[src/rtl/vpw_pkg.sv]
package vpw_pkg;

  typedef enum logic [1:0] {
    EW8  = 2'd0,
    EW16 = 2'd1,
    EW32 = 2'd2,
    EW64 = 2'd3
  } elem_width_e;

  // strobes from the sequencer to the packing datapath
  typedef struct packed {
    logic load;      // capture a new operation
    logic accept;    // an element is taken this cycle
    logic lastElem;  // the accepted element is the final one
  } vpw_ctl_t;

endpackage

[src/rtl/vpw_control.sv]
module vpw_control
  import vpw_pkg::*;
#(
  parameter int MAX_VL = 64,
  localparam int VLW  = $clog2(MAX_VL + 1),
  localparam int IDXW = $clog2(MAX_VL)
) (
  input  logic            clk,
  input  logic            rst_n,
  input  logic            start,
  input  logic [VLW-1:0]  vecLen,
  input  logic            elemValid,
  output logic            elemReady,
  output logic            busy,
  output logic            done,
  output vpw_ctl_t        ctl,
  output logic [IDXW-1:0] elemIdx
);

  typedef enum logic [1:0] {
    ST_IDLE  = 2'd0,
    ST_RUN   = 2'd1,
    ST_DRAIN = 2'd2,
    ST_FIN   = 2'd3
  } seq_state_e;

  seq_state_e     state;
  logic [VLW-1:0] vlReg;
  logic [VLW-1:0] elemCnt;
  logic [VLW-1:0] vlClamped;

  always_comb begin
    vlClamped = (vecLen > VLW'(MAX_VL)) ? VLW'(MAX_VL) : vecLen;
  end

  always_comb begin
    ctl.load     = (state == ST_IDLE) && start;
    ctl.accept   = (state == ST_RUN) && elemValid;
    ctl.lastElem = ctl.accept && (elemCnt == vlReg - 1'b1);
  end

  assign elemIdx   = elemCnt[IDXW-1:0];
  assign elemReady = (state == ST_RUN);
  assign busy      = (state != ST_IDLE);
  assign done      = (state == ST_FIN);

  always_ff @(posedge clk) begin
    if (!rst_n) begin
      state   <= ST_IDLE;
      vlReg   <= '0;
      elemCnt <= '0;
    end else begin
      case (state)
        ST_IDLE: begin
          if (start) begin
            vlReg   <= vlClamped;
            elemCnt <= '0;
            state   <= (vlClamped == '0) ? ST_FIN : ST_RUN;
          end
        end
        ST_RUN: begin
          if (ctl.accept) begin
            elemCnt <= elemCnt + 1'b1;
            if (ctl.lastElem) state <= ST_DRAIN;
          end
        end
        ST_DRAIN: state <= ST_FIN;
        default:  state <= ST_IDLE;
      endcase
    end
  end

endmodule

[src/rtl/vpw_datapath.sv]
module vpw_datapath
  import vpw_pkg::*;
#(
  parameter int NUM_REGS  = 32,
  parameter int REG_BYTES = 8,
  parameter int MAX_VL    = 64,
  localparam int REG_W = 8 * REG_BYTES,
  localparam int AW    = $clog2(NUM_REGS),
  localparam int IDXW  = $clog2(MAX_VL),
  localparam int OFFW  = $clog2(REG_BYTES),
  localparam int PTRW  = $clog2(NUM_REGS + MAX_VL + 1)
) (
  input  logic                 clk,
  input  logic                 rst_n,
  input  vpw_ctl_t             ctl,
  input  logic [IDXW-1:0]      elemIdx,
  input  logic [AW-1:0]        baseReg,
  input  logic [1:0]           elemWidth,
  input  logic [MAX_VL-1:0]    predMask,
  input  logic [REG_W-1:0]     elemData,
  output logic                 wrEn,
  output logic [AW-1:0]        wrAddr,
  output logic [REG_W-1:0]     wrData,
  output logic [REG_BYTES-1:0] wrBe,
  output logic                 overflow
);

  localparam logic [OFFW:0] FULL_BYTES = (OFFW + 1)'(REG_BYTES);

  elem_width_e          cfgWidth;
  logic [MAX_VL-1:0]    cfgMask;
  logic [PTRW-1:0]      regPtr;
  logic [OFFW-1:0]      byteOff;
  logic [REG_W-1:0]     accData;
  logic [REG_BYTES-1:0] accBe;

  logic [OFFW:0]        sizeBytes;
  logic [REG_BYTES-1:0] laneBits;
  logic [REG_W-1:0]     dataMask;
  logic                 predOn;
  logic [REG_BYTES-1:0] elemBe;
  logic [REG_W-1:0]     placed;
  logic [REG_W-1:0]     mergedData;
  logic [REG_BYTES-1:0] mergedBe;
  logic                 endOfReg;
  logic                 doFlush;
  logic                 inRange;

  always_comb begin
    case (cfgWidth)
      EW8:     sizeBytes = (OFFW + 1)'(1);
      EW16:    sizeBytes = (OFFW + 1)'(2);
      EW32:    sizeBytes = (OFFW + 1)'(4);
      default: sizeBytes = (OFFW + 1)'(8);
    endcase
  end

  // byte lanes covered by one element, and the matching bit mask
  for (genvar b = 0; b < REG_BYTES; b++) begin : g_lane
    assign laneBits[b]         = (b < int'(sizeBytes));
    assign dataMask[b*8 +: 8]  = {8{laneBits[b]}};
  end

  always_comb begin
    predOn     = cfgMask[elemIdx];
    elemBe     = predOn ? (laneBits << byteOff) : '0;
    placed     = predOn ? ((elemData & dataMask) << {byteOff, 3'b000}) : '0;
    mergedData = accData | placed;
    mergedBe   = accBe | elemBe;
    endOfReg   = ({1'b0, byteOff} + sizeBytes) == FULL_BYTES;
    doFlush    = ctl.accept && (endOfReg || ctl.lastElem);
    inRange    = regPtr < PTRW'(NUM_REGS);
  end

  always_ff @(posedge clk) begin
    if (!rst_n) begin
      cfgWidth <= EW8;
      cfgMask  <= '0;
      regPtr   <= '0;
      byteOff  <= '0;
      accData  <= '0;
      accBe    <= '0;
      wrEn     <= 1'b0;
      wrAddr   <= '0;
      wrData   <= '0;
      wrBe     <= '0;
      overflow <= 1'b0;
    end else begin
      wrEn <= 1'b0;
      if (ctl.load) begin
        cfgWidth <= elem_width_e'(elemWidth);
        cfgMask  <= predMask;
        regPtr   <= PTRW'(baseReg);
        byteOff  <= '0;
        accData  <= '0;
        accBe    <= '0;
        overflow <= 1'b0;
      end else if (ctl.accept) begin
        byteOff <= byteOff + sizeBytes[OFFW-1:0];
        if (endOfReg) regPtr <= regPtr + 1'b1;
        if (doFlush) begin
          accData <= '0;
          accBe   <= '0;
          if (inRange) begin
            wrEn   <= 1'b1;
            wrAddr <= regPtr[AW-1:0];
            wrData <= mergedData;
            wrBe   <= mergedBe;
          end else if (|mergedBe) begin
            overflow <= 1'b1;
          end
        end else begin
          accData <= mergedData;
          accBe   <= mergedBe;
        end
      end
    end
  end

endmodule

[src/rtl/vpw_regfile.sv]
module vpw_regfile #(
  parameter int NUM_REGS  = 32,
  parameter int REG_BYTES = 8,
  localparam int REG_W = 8 * REG_BYTES,
  localparam int AW    = $clog2(NUM_REGS)
) (
  input  logic                 clk,
  input  logic                 rst_n,
  input  logic                 wrEn,
  input  logic [AW-1:0]        wrAddr,
  input  logic [REG_W-1:0]     wrData,
  input  logic [REG_BYTES-1:0] wrBe,
  input  logic [AW-1:0]        rdAddr,
  output logic [REG_W-1:0]     rdData
);

  logic [REG_W-1:0] regs [NUM_REGS];

  for (genvar r = 0; r < NUM_REGS; r++) begin : g_reg
    always_ff @(posedge clk) begin
      if (!rst_n) begin
        regs[r] <= '0;
      end else if (wrEn && (wrAddr == AW'(r))) begin
        for (int b = 0; b < REG_BYTES; b++) begin
          if (wrBe[b]) regs[r][b*8 +: 8] <= wrData[b*8 +: 8];
        end
      end
    end
  end

  assign rdData = regs[rdAddr];

endmodule

[src/rtl/vec_pack_writer.sv]
module vec_pack_writer
  import vpw_pkg::*;
#(
  parameter int NUM_REGS  = 32,
  parameter int REG_BYTES = 8,
  parameter int MAX_VL    = 64,
  localparam int REG_W = 8 * REG_BYTES,
  localparam int AW    = $clog2(NUM_REGS),
  localparam int VLW   = $clog2(MAX_VL + 1),
  localparam int IDXW  = $clog2(MAX_VL)
) (
  input  logic              clk,
  input  logic              rst_n,
  input  logic              start,
  input  logic [AW-1:0]     baseReg,
  input  logic [1:0]        elemWidth,
  input  logic [VLW-1:0]    vecLen,
  input  logic [MAX_VL-1:0] predMask,
  input  logic              elemValid,
  input  logic [REG_W-1:0]  elemData,
  output logic              elemReady,
  output logic              busy,
  output logic              done,
  output logic              overflow,
  input  logic [AW-1:0]     rdAddr,
  output logic [REG_W-1:0]  rdData
);

  vpw_ctl_t             ctl;
  logic [IDXW-1:0]      elemIdx;
  logic                 wrEn;
  logic [AW-1:0]        wrAddr;
  logic [REG_W-1:0]     wrData;
  logic [REG_BYTES-1:0] wrBe;

  vpw_control #(.MAX_VL(MAX_VL)) u_ctrl (
    .clk       (clk),
    .rst_n     (rst_n),
    .start     (start),
    .vecLen    (vecLen),
    .elemValid (elemValid),
    .elemReady (elemReady),
    .busy      (busy),
    .done      (done),
    .ctl       (ctl),
    .elemIdx   (elemIdx)
  );

  vpw_datapath #(
    .NUM_REGS (NUM_REGS),
    .REG_BYTES(REG_BYTES),
    .MAX_VL   (MAX_VL)
  ) u_dp (
    .clk       (clk),
    .rst_n     (rst_n),
    .ctl       (ctl),
    .elemIdx   (elemIdx),
    .baseReg   (baseReg),
    .elemWidth (elemWidth),
    .predMask  (predMask),
    .elemData  (elemData),
    .wrEn      (wrEn),
    .wrAddr    (wrAddr),
    .wrData    (wrData),
    .wrBe      (wrBe),
    .overflow  (overflow)
  );

  vpw_regfile #(
    .NUM_REGS (NUM_REGS),
    .REG_BYTES(REG_BYTES)
  ) u_rf (
    .clk    (clk),
    .rst_n  (rst_n),
    .wrEn   (wrEn),
    .wrAddr (wrAddr),
    .wrData (wrData),
    .wrBe   (wrBe),
    .rdAddr (rdAddr),
    .rdData (rdData)
  );

endmodule

[config.mk]
export PLATFORM = sky130hd
export DESIGN_NAME = vec_pack_writer
export DESIGN_NICKNAME = d
export VERILOG_FILES = /design/src/rtl/vpw_pkg.sv /design/src/rtl/vpw_control.sv /design/src/rtl/vpw_datapath.sv /design/src/rtl/vpw_regfile.sv /design/src/rtl/vec_pack_writer.sv
export SDC_FILE = /design/constraint.sdc
export NUM_CORES = 2
export LEC_CHECK = 0
export BUFFER_PORTS_ARGS = -buffer_cell sky130_fd_sc_hd__buf_2
export CAP_MARGIN = 20
export CORE_UTILIZATION = 42
export CTS_CLUSTER_DIAMETER = 150
export DETAILED_ROUTE_END_ITERATION = 7
export GPL_ROUTABILITY_DRIVEN = 0
export PLACE_DENSITY = 0.6
export SYNTH_ARGS = -nofsm -noshare
export SYNTH_HDL_FRONTEND = slang
export SYNTH_HIERARCHICAL = 1
export SYNTH_SLANG_ARGS = --single-unit
[constraint.sdc]
create_clock -name clk -period 4.2 [get_ports clk]
set_clock_uncertainty 0.2 [all_clocks]
set_input_delay 0 -clock clk [delete_from_list [all_inputs] [get_ports clk]]
set_output_delay 0 -clock clk [all_outputs]
set_load 0.01 [all_outputs]
==> flow_summary_export.csv <==
group,metric,value,unit
outcome,status,"complete, no violations",
worst_setup_path,crit-reg2reg-launch,"u_ctrl/vlReg[0]$_SDFFE_PN0P_",
worst_setup_path,endpoint,"u_dp/wrData[2]$_SDFFE_PN0P_",
cells_and_area,drive_gt1_share,18.6,%
pwr,clock_power_share,39.9,%
yosys,synth_cells,7922,
placed_design,hpwlAfterDp,214000,um
detailed_routing,dr.pass1.iters,7,
global_route,grt_pass1_vias,70087,
worst_setup_path,reg2reg_depth,13,
timing,max_freq,248,MHz
detailed_routing,drt_iter0_drc,10074,
detailed_routing,avgRoutedWirePerCell,30.1,um
floorplanning,die_area,257000,um^2
detailed_routing,vias,72307,
pwr,power.leakage,49.5,nW
pwr,combPwrFrac,9.6,%
worst_setup_path,crit_path_max_fanout,33,
min_path,hold_start,"elemData[1]",
yosys,synth_top_family_by_area,"simple AND/OR/NAND/NOR gates",
yosys,ys_async_sr_fraction,0,%
floorplanning,num_rows,184,
yosys,ys_ff_latch,2291,
cts,clk-insertion-delay-late,900,ps
floorplanning,die_h,506,um
cells_and_area,fill_cells,21319,
global_route,grt_pass1_wl,500000,um
timing,rsz0062_at_grt,"no",
pwr,intPower,39.4,mW
yosys,syn_nets,8083,
yosys,synth_edf_count,2048,
yosys,ys_dominant_reg_cell,"edfxtp_1",
worst_setup_path,reg2reg_to,"u_dp/wrData[2]$_SDFFE_PN0P_",
pwr,seqPwrFrac,50.5,%
cells_and_area,layout.cells.most_common_list,"and3_1 (2054), edfxtp_1 (2048), nand2_1 (650)",
yosys,synth_fa_ha_area_share,0.124,%
detailed_routing,routed_via_density,6.26,
detailed_routing,ant_nets,0,
cts,cts_setup_buffers,0,
cts,clock_path_buffers,3,
worst_setup_path,cp.required,4750,ps
placed_design,place_ws,223,ps
global_route,grt.total_usage,26.6,%
yosys,synthDistinctLibCells,80,
timing,drv_slew,0,
yosys,netlist_area,107000,um^2
yosys,synth.avg_cell_area,13.5,um^2
pwr,p_sw,12.5,mW
timing,finalSetupViolations,0,
cts,cts_sinks,2291,
cells_and_area,multi_input_area,36700,um^2
worst_setup_path,rrSetupSlack,160,ps
cells_and_area,stdcell_count,11555,
placed_design,io_buffers,218,
job,maxCapViolCount,0,
global_route,antenna_found_initial,35,
global_route,grt.overflow.total,0,
pwr,p_total,51.9,mW
worst_setup_path,cp.arrival,4590,ps
yosys,synthXorXnorAreaFrac,0.147,%
pwr,powerDensity,424,nW/um^2
cts,cts_tree,"yes",
floorplanning,fp.dieW,506,um
timing,hold_viol_final,0,
cts,h-tree-depth,4,
timing,worstMarginPinSlew,1180,ps
detailed_routing,drc,0,
timing,tns,0,ps
cells_and_area,synthToLayoutAreaGrowth,14.4,%
worst_setup_path,critPathLaunch,"u_ctrl/vlReg[0]$_SDFFE_PN0P_",
timing,worst_slack,160,ps
pwr,ir_drop,0.409,mV
detailed_routing,wirelength,348000,um
min_path,hp-class,"in2reg",
floorplanning,ios,219,
cts,root_buffer,"clkbuf_16",
cells_and_area,final_common_cell,"and3_1",
timing,min_period,4040,ps
worst_setup_path,end_kind,"flop",
timing,worst_hold_slack,76.8,ps
cts,clk_pin_slew,60,ps
timing,relSlewSlack,21.2,%
cells_and_area,regArea,66400,um^2
yosys,ys_seq_area_share,62.1,%
min_path,min_path_cells,5,
worst_setup_path,path_class,"reg2reg",
timing,fin_crit_sh,96.2,%
yosys,yosys.area_share.simple,16.4,%
worst_setup_path,critPathLaunchType,"flop",
pwr,swShare,24.0,%
placed_design,dp_cells,10797,
yosys,synth_compound_area_share,4.29,%
cts,cts_made_buffers,237,
floorplanning,start_util,42.4,%
yosys,yosysWarnings,6,
global_route,grt_start_max_net_pins,147,
yosys,synthMuxAreaShare,13.0,%
floorplanning,core-area,252000,um^2
cells_and_area,nets,8153,
-- worst max-delay path, cell delays in order, from the launching register on --
cell	delay (ps)
dfxtp_1	430
inv_1	80
ha_1	300
or4b_1	550
a31o_1	220
a22o_1	250
nor2_1	290
and2_1	340
o21ai_0	180
a21oi_4	170
buf_12	230
buf_12	270
mux2i_1	240
o22ai_1	100
-- synthesized netlist by cell type (all sizes together) (6+ instances only) --
cell	n	area [um^2]
and3	2054	12800
edfxtp	2048	61500
clkbuf	843	3170
nand2	657	2470
mux4	463	10400
mux2i	306	3060
dfxtp	243	4860
o22ai	196	1230
nor2	173	652
buf	159	947
nand3	95	475
o21ai	84	420
nor3	70	355
a22oi	64	485
o221a	53	597
a21oi	44	231
mux2	37	417
o32ai	25	219
and2	24	150
a22o	19	166
inv	19	71.3
o41ai	19	309
nor2b	17	106
nor3b	15	113
a32o	13	130
a31oi	12	75.1
nand2b	11	68.8
o2bb2ai	11	96.3
a21boi	10	75.1
a221oi	10	87.6
nand3b	10	75.1
xor2	10	87.6
a31o	9	78.8
ha	9	113
or3	9	61.3
o2111ai	8	70.1
xnor2	8	70.1
nor4	7	43.8
or2	6	37.5
-- cell type report --
type,instances,area share (%)
multi-input cells,4607,30.0
inverters,22,0.0706
repair buffers,833,6.03
clock inverters,132,0.969
diodes,17,0.0348
clock buffers,305,5.17
well taps,3348,3.43
flip-flops and latches,2291,54.3
-- registers in the layout, summed over array words and instances (netlist names) --
name	flops
u_rf/regs	2048
u_dp/accData	64
u_dp/cfgMask	64
u_dp/wrData	64
u_dp/accBe	8
u_dp/wrBe	8
u_ctrl/elemCnt	7
u_ctrl/vlReg	7
u_dp/regPtr	7
u_dp/wrAddr	5
u_dp/byteOff	3
u_ctrl/state	2
u_dp/cfgWidth	2
u_dp/overflow	1
u_dp/wrEn	1
-- power groups by stage --
stage	registers, mW	clock network (mW)	logic (mW)
2_1_floorplan	26.5	0	3.03
3_3_place_gp	26.6	0	4.58
3_5_place_dp	26.7	0	4.61
4_1_cts	26.2	20.9	4.90
5_1_grt	26.3	21.7	5.21
6_report	26.2	20.7	4.98
-- metrics by stage --
stage | utilization, % | cell area, um^2
finish | 48.5 | 122000
global route | 48.5 | 122000
CTS | 48.4 | 122000
detailed placement | 44.3 | 112000
global placement | 44.2 | 111000
floorplan | - | 107000
-- worst min-delay path by stage --
stage	endpoint
global route	u_dp/wrData[17]$_SDFFE_PN0P_
floorplan	u_ctrl/state[1]$_SDFFE_PN0P_
finish	u_dp/wrData[17]$_SDFFE_PN0P_
CTS	u_ctrl/elemCnt[1]$_SDFFE_PN0P_
global placement	u_dp/regPtr[3]$_SDFFE_PN0P_
detailed placement	u_dp/regPtr[3]$_SDFFE_PN0P_
-- kinds of logic (layout without fill, tap and decap cells) --
group	after synthesis	in the layout
simple gates	3159	3159
buf+inv	1024	1292
flops	2291	2291
mux	806	806
xor+xnor	18	18
compound gates	614	614
other cells	0	17
fa+ha+maj	10	10
-- metal layers --
layer  track usage [%]  up-vias  share of wire (%)
met5                 0        -              0.010
met4              9.87        6                3.8
li1                  -    30649                  -
met3              4.22      588                9.2
met2              42.4     3860                 47
met1              36.7    37204                 40
-- timing repair --
item | CTS | global route
resized for setup | 0 | 3
hold endpoints to repair | 585 | 0
endpoints found under the setup margin | 0 | 13
hold buffers | 301 | 0
(Power assumes the default switching activity.)
